<file path="src/rtl/alarm_pkg.sv">
package alarm_pkg;
  localparam int VAL_W     = 7;
  localparam int A1_FIELDS = 6;
  localparam int A2_FIELDS = 3;
  localparam int A1_BASE   = 0;
  localparam int A2_BASE   = 6;
  localparam int CTRL_ADDR = 9;
  localparam int STAT_ADDR = 10;

  typedef struct packed {
    logic irq_en;
    logic a2_en;
    logic a1_en;
  } ctrl_t;

  function automatic logic [VAL_W-1:0] a1_mask(input int idx);
    case (idx)
      0, 1:    return 7'h7f;
      2, 3:    return 7'h3f;
      4:       return 7'h1f;
      default: return 7'h07;
    endcase
  endfunction
endpackage

</file>
<file path="src/rtl/alarm_field_cmp.sv">
module alarm_field_cmp #(
  parameter int W = 7
) (
  input  logic         use_i,
  input  logic [W-1:0] ref_i,
  input  logic [W-1:0] cur_i,
  output logic         ok_o
);
  assign ok_o = !use_i || (ref_i == cur_i);
endmodule

</file>
<file path="src/rtl/alarm_set_match.sv">
module alarm_set_match #(
  parameter int NF = 3,
  parameter int W  = 7
) (
  input  logic [NF-1:0]        use_i,
  input  logic [NF-1:0][W-1:0] ref_i,
  input  logic [NF-1:0][W-1:0] cur_i,
  output logic                 match_o
);
  logic [NF-1:0] ok;

  for (genvar i = 0; i < NF; i++) begin : g_field
    alarm_field_cmp #(.W(W)) u_cmp (
      .use_i (use_i[i]),
      .ref_i (ref_i[i]),
      .cur_i (cur_i[i]),
      .ok_o  (ok[i])
    );
  end

  assign match_o = (|use_i) && (&ok);
endmodule

</file>
<file path="src/rtl/alarm_flag_ctrl.sv">
module alarm_flag_ctrl (
  input  logic clk,
  input  logic rst,
  input  logic set_i,
  input  logic clr_i,
  output logic flag_o
);
  always_ff @(posedge clk) begin
    if (rst)        flag_o <= 1'b0;
    else if (set_i) flag_o <= 1'b1;
    else if (clr_i) flag_o <= 1'b0;
  end
endmodule

</file>
<file path="src/rtl/alarm_match_unit.sv">
module alarm_match_unit
  import alarm_pkg::*;
#(
  parameter int ADDR_W = 4,
  parameter int DATA_W = 8
) (
  input  logic              clk,
  input  logic              rst,
  input  logic              tick,
  input  logic [6:0]        cur_sec,
  input  logic [6:0]        cur_min,
  input  logic [5:0]        cur_hour,
  input  logic [5:0]        cur_date,
  input  logic [4:0]        cur_month,
  input  logic [2:0]        cur_wday,
  input  logic              wr_en,
  input  logic [ADDR_W-1:0] wr_addr,
  input  logic [DATA_W-1:0] wr_data,
  output logic              a1_flag,
  output logic              a2_flag,
  output logic              irq
);
  localparam int EN_BIT = DATA_W - 1;

  logic [DATA_W-1:0] a1_q [A1_FIELDS];
  logic [DATA_W-1:0] a2_q [A2_FIELDS];
  ctrl_t             ctrl_q;

  always_ff @(posedge clk) begin
    if (rst) begin
      for (int i = 0; i < A1_FIELDS; i++) a1_q[i] <= '0;
      for (int i = 0; i < A2_FIELDS; i++) a2_q[i] <= '0;
      ctrl_q <= '0;
    end else if (wr_en) begin
      for (int i = 0; i < A1_FIELDS; i++)
        if (wr_addr == ADDR_W'(A1_BASE + i)) a1_q[i] <= wr_data;
      for (int i = 0; i < A2_FIELDS; i++)
        if (wr_addr == ADDR_W'(A2_BASE + i)) a2_q[i] <= wr_data;
      if (wr_addr == ADDR_W'(CTRL_ADDR)) ctrl_q <= ctrl_t'(wr_data[2:0]);
    end
  end

  logic [A1_FIELDS-1:0]            use1;
  logic [A1_FIELDS-1:0][VAL_W-1:0] ref1, cur1;
  logic [A2_FIELDS-1:0]            use2;
  logic [A2_FIELDS-1:0][VAL_W-1:0] ref2, cur2;
  logic                            wday_mode;

  assign cur1[0] = cur_sec;
  assign cur1[1] = cur_min;
  assign cur1[2] = {1'b0, cur_hour};
  assign cur1[3] = {1'b0, cur_date};
  assign cur1[4] = {2'b0, cur_month};
  assign cur1[5] = {4'b0, cur_wday};

  for (genvar i = 0; i < A1_FIELDS; i++) begin : g_a1
    assign ref1[i] = a1_q[i][VAL_W-1:0] & a1_mask(i);
    assign use1[i] = a1_q[i][EN_BIT];
  end

  assign wday_mode = a2_q[2][EN_BIT];
  assign use2      = {a2_q[2][EN_BIT-1], a2_q[1][EN_BIT], a2_q[0][EN_BIT]};
  assign ref2[0]   = a2_q[0][VAL_W-1:0];
  assign ref2[1]   = a2_q[1][VAL_W-1:0] & 7'h3f;
  assign ref2[2]   = wday_mode ? {4'b0, a2_q[2][2:0]} : {1'b0, a2_q[2][5:0]};
  assign cur2[0]   = cur_min;
  assign cur2[1]   = {1'b0, cur_hour};
  assign cur2[2]   = wday_mode ? {4'b0, cur_wday} : {1'b0, cur_date};

  logic m1, m2;

  alarm_set_match #(.NF(A1_FIELDS), .W(VAL_W)) u_set1 (
    .use_i (use1), .ref_i (ref1), .cur_i (cur1), .match_o (m1)
  );
  alarm_set_match #(.NF(A2_FIELDS), .W(VAL_W)) u_set2 (
    .use_i (use2), .ref_i (ref2), .cur_i (cur2), .match_o (m2)
  );

  logic stat_wr;
  assign stat_wr = wr_en && (wr_addr == ADDR_W'(STAT_ADDR));

  alarm_flag_ctrl u_flag1 (
    .clk    (clk),
    .rst    (rst),
    .set_i  (tick && ctrl_q.a1_en && m1),
    .clr_i  (stat_wr && !wr_data[0]),
    .flag_o (a1_flag)
  );
  alarm_flag_ctrl u_flag2 (
    .clk    (clk),
    .rst    (rst),
    .set_i  (tick && ctrl_q.a2_en && m2),
    .clr_i  (stat_wr && !wr_data[1]),
    .flag_o (a2_flag)
  );

  always_ff @(posedge clk) begin
    if (rst) irq <= 1'b0;
    else     irq <= ctrl_q.irq_en && (a1_flag || a2_flag);
  end
endmodule

</file>
<file path="config.mk">
export PLATFORM = sky130hd
export DESIGN_NAME = alarm_match_unit
export DESIGN_NICKNAME = d
export VERILOG_FILES = /design/src/rtl/alarm_pkg.sv /design/src/rtl/alarm_field_cmp.sv /design/src/rtl/alarm_set_match.sv /design/src/rtl/alarm_flag_ctrl.sv /design/src/rtl/alarm_match_unit.sv
export SDC_FILE = /design/constraint.sdc
export NUM_CORES = 1
export LEC_CHECK = 0
export BUFFER_PORTS_ARGS = -buffer_cell sky130_fd_sc_hd__buf_2
export CAP_MARGIN = 0
export CORE_MARGIN = 3
export CORE_UTILIZATION = 28
export DETAILED_ROUTE_END_ITERATION = 7
export PLACE_DENSITY = 0.53
export SLEW_MARGIN = 10
export SYNTH_ARGS = -nofsm -noshare
export SYNTH_HDL_FRONTEND = slang
export SYNTH_SLANG_ARGS = --single-unit
</file>
<file path="constraint.sdc">
create_clock -name clk -period 2.1 [get_ports clk]
set_clock_uncertainty 0.2 [all_clocks]
set_input_delay 0.42 -clock clk [delete_from_list [all_inputs] [get_ports clk]]
set_output_delay 0.42 -clock clk [all_outputs]
set_load 0.01 [all_outputs]
</file>
Word-level counts from Yosys, hierarchy flattened
Memories as Yosys holds them, arrays and structs flattened. Cells that the tools add are included.

Memories kept: 2. Register bits: 6. Memory bits (writable): 72. Output and inout bits: 3. Bits of input ports: 50.

Memory list: a1_q (words 6, bits a word 8, read ports 6, clocked after Yosys merged registers in 0, write ports 6, line alarm_match_unit.sv:25) `logic [DATA_W-1:0] a1_q [A1_FIELDS];`; a2_q (words 3, bits a word 8, read ports 3, clocked after Yosys merged registers in 0, write ports 3, line alarm_match_unit.sv:26) `logic [DATA_W-1:0] a2_q [A2_FIELDS];`.

Equal/unequal tests: 19. Bitwise operators: 9. Reductions and logical operators: 39. Muxes and demuxes: 53.

Operators with widths (count): two-way mux 8 bit (9); two-way mux 1 bit (42); equality test 6 bit (4); equality test 7 bit (3); equality test 4 x 3 -> 1 bit, second input constant (4); equality test 4 bit, second input constant (3); two-way mux 6 bit (2); logical NOT 1 bit (11); logical AND 1 bit (10); logical OR 1 bit (10); OR 1 bit (9); equality test 4 x 2 -> 1 bit, second input constant (2); AND reduction 6 bit (1); OR reduction 6 bit (1); equality test 5 bit (1); equality test 4 x 1 -> 1 bit, second input constant (1); logical NOT 4 bit (1); nonzero test 2 bit (2); equality test 3 bit (1); AND reduction 3 bit (1); OR reduction 3 bit (1); AND reduction 2 bit (1).

Longest topological paths before layout
An unclocked memory read counts as a cell.

Depth after elaboration: 8. Depth in mapped cells: 5. Depth with buffers taken out: 5.

By module
From an unflattened synthesis, not the netlist that was laid out.

Cells, all modules: 282. Area, all modules: 3648.5 sq um.

By module, submodules not included: alarm_match_unit (instances 1, seq. area each 1971.9 sq um, area an instance 2770.2 sq um, cells an instance 185); alarm_field_cmp (instances 9, seq. area each 0.0 sq um, area an instance 83.8 sq um, cells an instance 9); alarm_flag_ctrl (instances 2, seq. area each 20.0 sq um, area an instance 38.8 sq um, cells an instance 4); alarm_set_match (u_set1) (instances 1, seq. area each 0.0 sq um, area an instance 27.5 sq um, cells an instance 5); alarm_set_match (u_set2) (instances 1, seq. area each 0.0 sq um, area an instance 18.8 sq um, cells an instance 3).

Least setup slack after synthesis
OpenSTA, ideal clock, no wires.

Kind: input to register. Start point: in rst. End point: mem a2_q[1][2] (netlist: a2_q[0][10]), enable pin. Arrival: 1.236 ns. Path slack: 0.292 ns. Data required time: 1.529 ns. Stages: 3. Setup time: 0.371 ns. Path through: clkbuf_1 buf_1 o21bai_1.

RTL lines: start: declaration (line alarm_match_unit.sv:8) `input logic rst,`; end: declaration (line alarm_match_unit.sv:26).

==> impl_metrics.prom <==
# TYPE chip_impl_metric gauge
chip_impl_info{name="status",value="finished clean"} 1
chip_impl_metric{name="syn_warnings",unit=""} 0
chip_impl_metric{name="ir_drop",unit="mV"} 0.475
chip_impl_metric{name="period_share",unit="%"} 81.1
chip_impl_metric{name="wire_per_inst",unit="um"} 16.8
chip_impl_metric{name="cts.reportedPaths.clkPinSlew",unit="ps"} 60
chip_impl_metric{name="max_clock_buf_depth",unit=""} 2
chip_impl_metric{name="hold_viol",unit=""} 0
chip_impl_metric{name="synth_fp_nets",unit=""} 307
chip_impl_info{name="unrepaired_setup_endpoints_after_global_routing",value="false"} 1
chip_impl_metric{name="grt_remaining_overflow",unit=""} 0
chip_impl_info{name="hold_path.class",value="input pin to flop"} 1
chip_impl_info{name="tritoncts_clock_tree",value="built"} 1
chip_impl_metric{name="areaGrowthSynthToFinish",unit="%"} 24.2
chip_impl_metric{name="critical_path.max_fanout",unit=""} 1
chip_impl_metric{name="cp.arrival",unit="ps"} 1780
chip_impl_metric{name="syn-instance-count",unit=""} 257
chip_impl_metric{name="vias",unit=""} 2152
chip_impl_metric{name="std_cell_rows",unit=""} 39
chip_impl_metric{name="finish.net_count",unit=""} 372
chip_impl_metric{name="track_usage",unit="%"} 12.8
chip_impl_metric{name="first_global_vias",unit=""} 2156
chip_impl_metric{name="grt_first_pass_wirelength",unit="um"} 12400
chip_impl_metric{name="die_area",unit="um^2"} 13200
chip_impl_metric{name="antenna-diode-count",unit=""} 0
chip_impl_metric{name="cts-resized-gates",unit=""} 0
chip_impl_info{name="cts_root_buf",value="clkbuf_16"} 1
chip_impl_metric{name="global_placer_s_final_weighted_congestion",unit=""} 0.834
chip_impl_metric{name="tns",unit="ps"} 0
chip_impl_metric{name="cts.sink_count",unit=""} 69
chip_impl_metric{name="buffer_ports.inserted",unit=""} 52
chip_impl_metric{name="numCtsBuffers",unit=""} 9
chip_impl_info{name="setup.worst_path.class",value="flop to flop"} 1
chip_impl_info{name="dr.max_layer_used",value="met4"} 1
chip_impl_metric{name="synth.ff_latch_count",unit=""} 69
chip_impl_metric{name="die_height",unit="um"} 115
chip_impl_metric{name="initial_utilization",unit="%"} 28.8
chip_impl_metric{name="drt-met1-wl",unit="um"} 3730
chip_impl_metric{name="report.final.slew_viol_count",unit=""} 0
chip_impl_metric{name="final.min_clock_period",unit="ps"} 1700
chip_impl_metric{name="met2_length",unit="um"} 3630
chip_impl_metric{name="drt_iter0_markers",unit=""} 116
chip_impl_metric{name="hold_slack",unit="ps"} 209
chip_impl_metric{name="die_width",unit="um"} 115
chip_impl_metric{name="worst-endpoint-required",unit="ps"} 2170
chip_impl_info{name="worst_setup_path_end_kind",value="flop"} 1
chip_impl_metric{name="post_drt_via_cell_ratio",unit=""} 4.58
chip_impl_metric{name="power.static_leakage",unit="nW"} 1.52
chip_impl_metric{name="maximum_number_of_pins_on_one_net_before_global_route_repair",unit=""} 20
chip_impl_metric{name="syn-cell-area",unit="um^2"} 3320
chip_impl_metric{name="report.final.setup_viol",unit=""} 0
chip_impl_metric{name="top_level_ports",unit=""} 53
chip_impl_metric{name="placeableCoreArea",unit="um^2"} 11500
chip_impl_metric{name="post-route-drc-count",unit=""} 0
chip_impl_metric{name="drtPass1Iterations",unit=""} 4
chip_impl_info{name="critPathLaunchType",value="flop"} 1
chip_impl_metric{name="routed_wirelength",unit="um"} 7890
chip_impl_metric{name="power.density",unit="nW/um^2"} 870
chip_impl_metric{name="synth.yosys.seq_area_share",unit="%"} 60.6
chip_impl_metric{name="clock_latency",unit="ps"} 330
chip_impl_metric{name="antenna_left",unit=""} 0
chip_impl_metric{name="finalPower",unit="mW"} 3.59
chip_impl_info{name="most_common_cell_after_layout_fill_and_taps_aside",value="edfxtp_1"} 1
chip_impl_metric{name="antenna_found_initial",unit=""} 0
chip_impl_metric{name="clock.fmax",unit="MHz"} 587
chip_impl_metric{name="syn_avg_cell_area",unit="um^2"} 12.9
chip_impl_metric{name="dp.final_hpwl",unit="um"} 6130
chip_impl_metric{name="hold_buffers",unit=""} 0
chip_impl_metric{name="wl_met3",unit="um"} 336
chip_impl_metric{name="worst_pin_slew",unit="ps"} 468
chip_impl_metric{name="slew_headroom",unit="%"} 68.7
chip_impl_info{name="layout.cells.most_common_list",value="edfxtp_1, buf_2, and2_1, xnor2_1, xor2_1"} 1
chip_impl_metric{name="library_cells_used_by_synthesis",unit=""} 41
chip_impl_metric{name="post_route_cells_drive_above_1_share",unit="%"} 25.7
chip_impl_metric{name="cts_post_setup_buffers_inserted",unit=""} 0
chip_impl_metric{name="timing.max_cap.violations",unit=""} 0
chip_impl_metric{name="cts-htree-levels",unit=""} 3
## area by class of cell
cell class / instances / area [um^2]
fill: 1153 / 7390
sequential: 69 / 2010
multi-input combinational: 177 / 1260
timing repair buffer: 61 / 328
clock buffer: 9 / 225
tap: 143 / 179
clock inverter: 7 / 105
inverter: 4 / 15.0
## critical path, stage by stage, from the launching register on
cell,delay [ps]
edfxtp_1,380
xor2_1,160
nor4_2,280
nand4_1,190
a221oi_2,240
a41o_1,190
## path summary, 6_finish.rpt
check,start,to,slack (ps),cells after the start
worst min-delay path,wr_data[0],ctrl_q[0],210,3
worst max register to register,a1_q[0][0],u_flag1.flag_o,400,5
worst max-delay path,a1_q[0][0],u_flag1.flag_o,400,5
worst min register to register,ctrl_q[2],ctrl_q[2],290,2
## cells by family (layout without fill, tap and decap cells)
| logic type | after synthesis | after routing | synth area share [%] |
|---|---|---|---|
| compound gates | 19 | 19 | 4.75 |
| mux | 5 | 5 | 1.51 |
| flops | 69 | 69 | 60.6 |
| xor+xnor | 54 | 54 | 14.3 |
| buf+inv | 11 | 81 | 1.43 |
| simple gates | 99 | 99 | 17.4 |
## flip-flops by register name (all words and copies together) (netlist names)
signal,flops
a2_q,23
u_flag1.flag_o,1
ctrl_q,3
irq,1
u_flag2.flag_o,1
a1_q,40
## synthesized netlist by cell type, drive strengths merged
| cell | instances | area (um^2) |
|---|---|---|
| edfxtp | 63 | 1890 |
| and2 | 33 | 206 |
| xnor2 | 32 | 280 |
| xor2 | 22 | 193 |
| nor2 | 14 | 52.6 |
| nor3 | 11 | 60.1 |
| nand2 | 8 | 30.0 |
| nor4 | 8 | 56.3 |
| dfxtp | 6 | 120 |
| nand3 | 6 | 30.0 |
| nand4 | 6 | 37.5 |
| buf | 5 | 23.8 |
| mux2i | 5 | 50.1 |
| a21o | 4 | 30.0 |
| inv | 4 | 15.0 |
| nand2b | 3 | 18.8 |
| nor3b | 3 | 33.8 |
| a221oi | 2 | 23.8 |
| a31o | 2 | 17.5 |
| and3 | 2 | 12.5 |
| and3b | 2 | 17.5 |
| clkbuf | 2 | 8.75 |
| o21ai | 2 | 10.0 |
| o21bai | 2 | 15.0 |
| o41ai | 2 | 25.0 |
| a21oi | 1 | 5.00 |
| a22oi | 1 | 7.51 |
| a41o | 1 | 10.0 |
| nand3b | 1 | 7.51 |
| nand4b | 1 | 8.76 |
| nor2b | 1 | 6.26 |
| o22ai | 1 | 6.26 |
| o31ai | 1 | 7.51 |
## layer usage
metal,track usage [%],vias up
li1,-,1065
met2,19.3,53
met5,0,-
met4,5.87,0
met1,17.8,1023
met3,2.53,11
## stage by stage
stage | utilization, % | area [um^2] | worst slack, ps | instances
CTS | 35.8 | 4120 | 375 | 470
global route | 35.8 | 4120 | 231 | 470
detailed placement | 32.9 | 3790 | 222 | 454
global placement | 32.9 | 3790 | 242 | 454
floorplan | - | 3320 | 292 | 257
finish | 35.8 | 4120 | 396 | 470
## report_power, final
part | switching (mW) | internal (mW)
logic | 0.165 | 0.136
clock network | 0.611 | 1.06
registers | 0.0385 | 1.58
No activity file was read; power rests on OpenSTA's default activity.
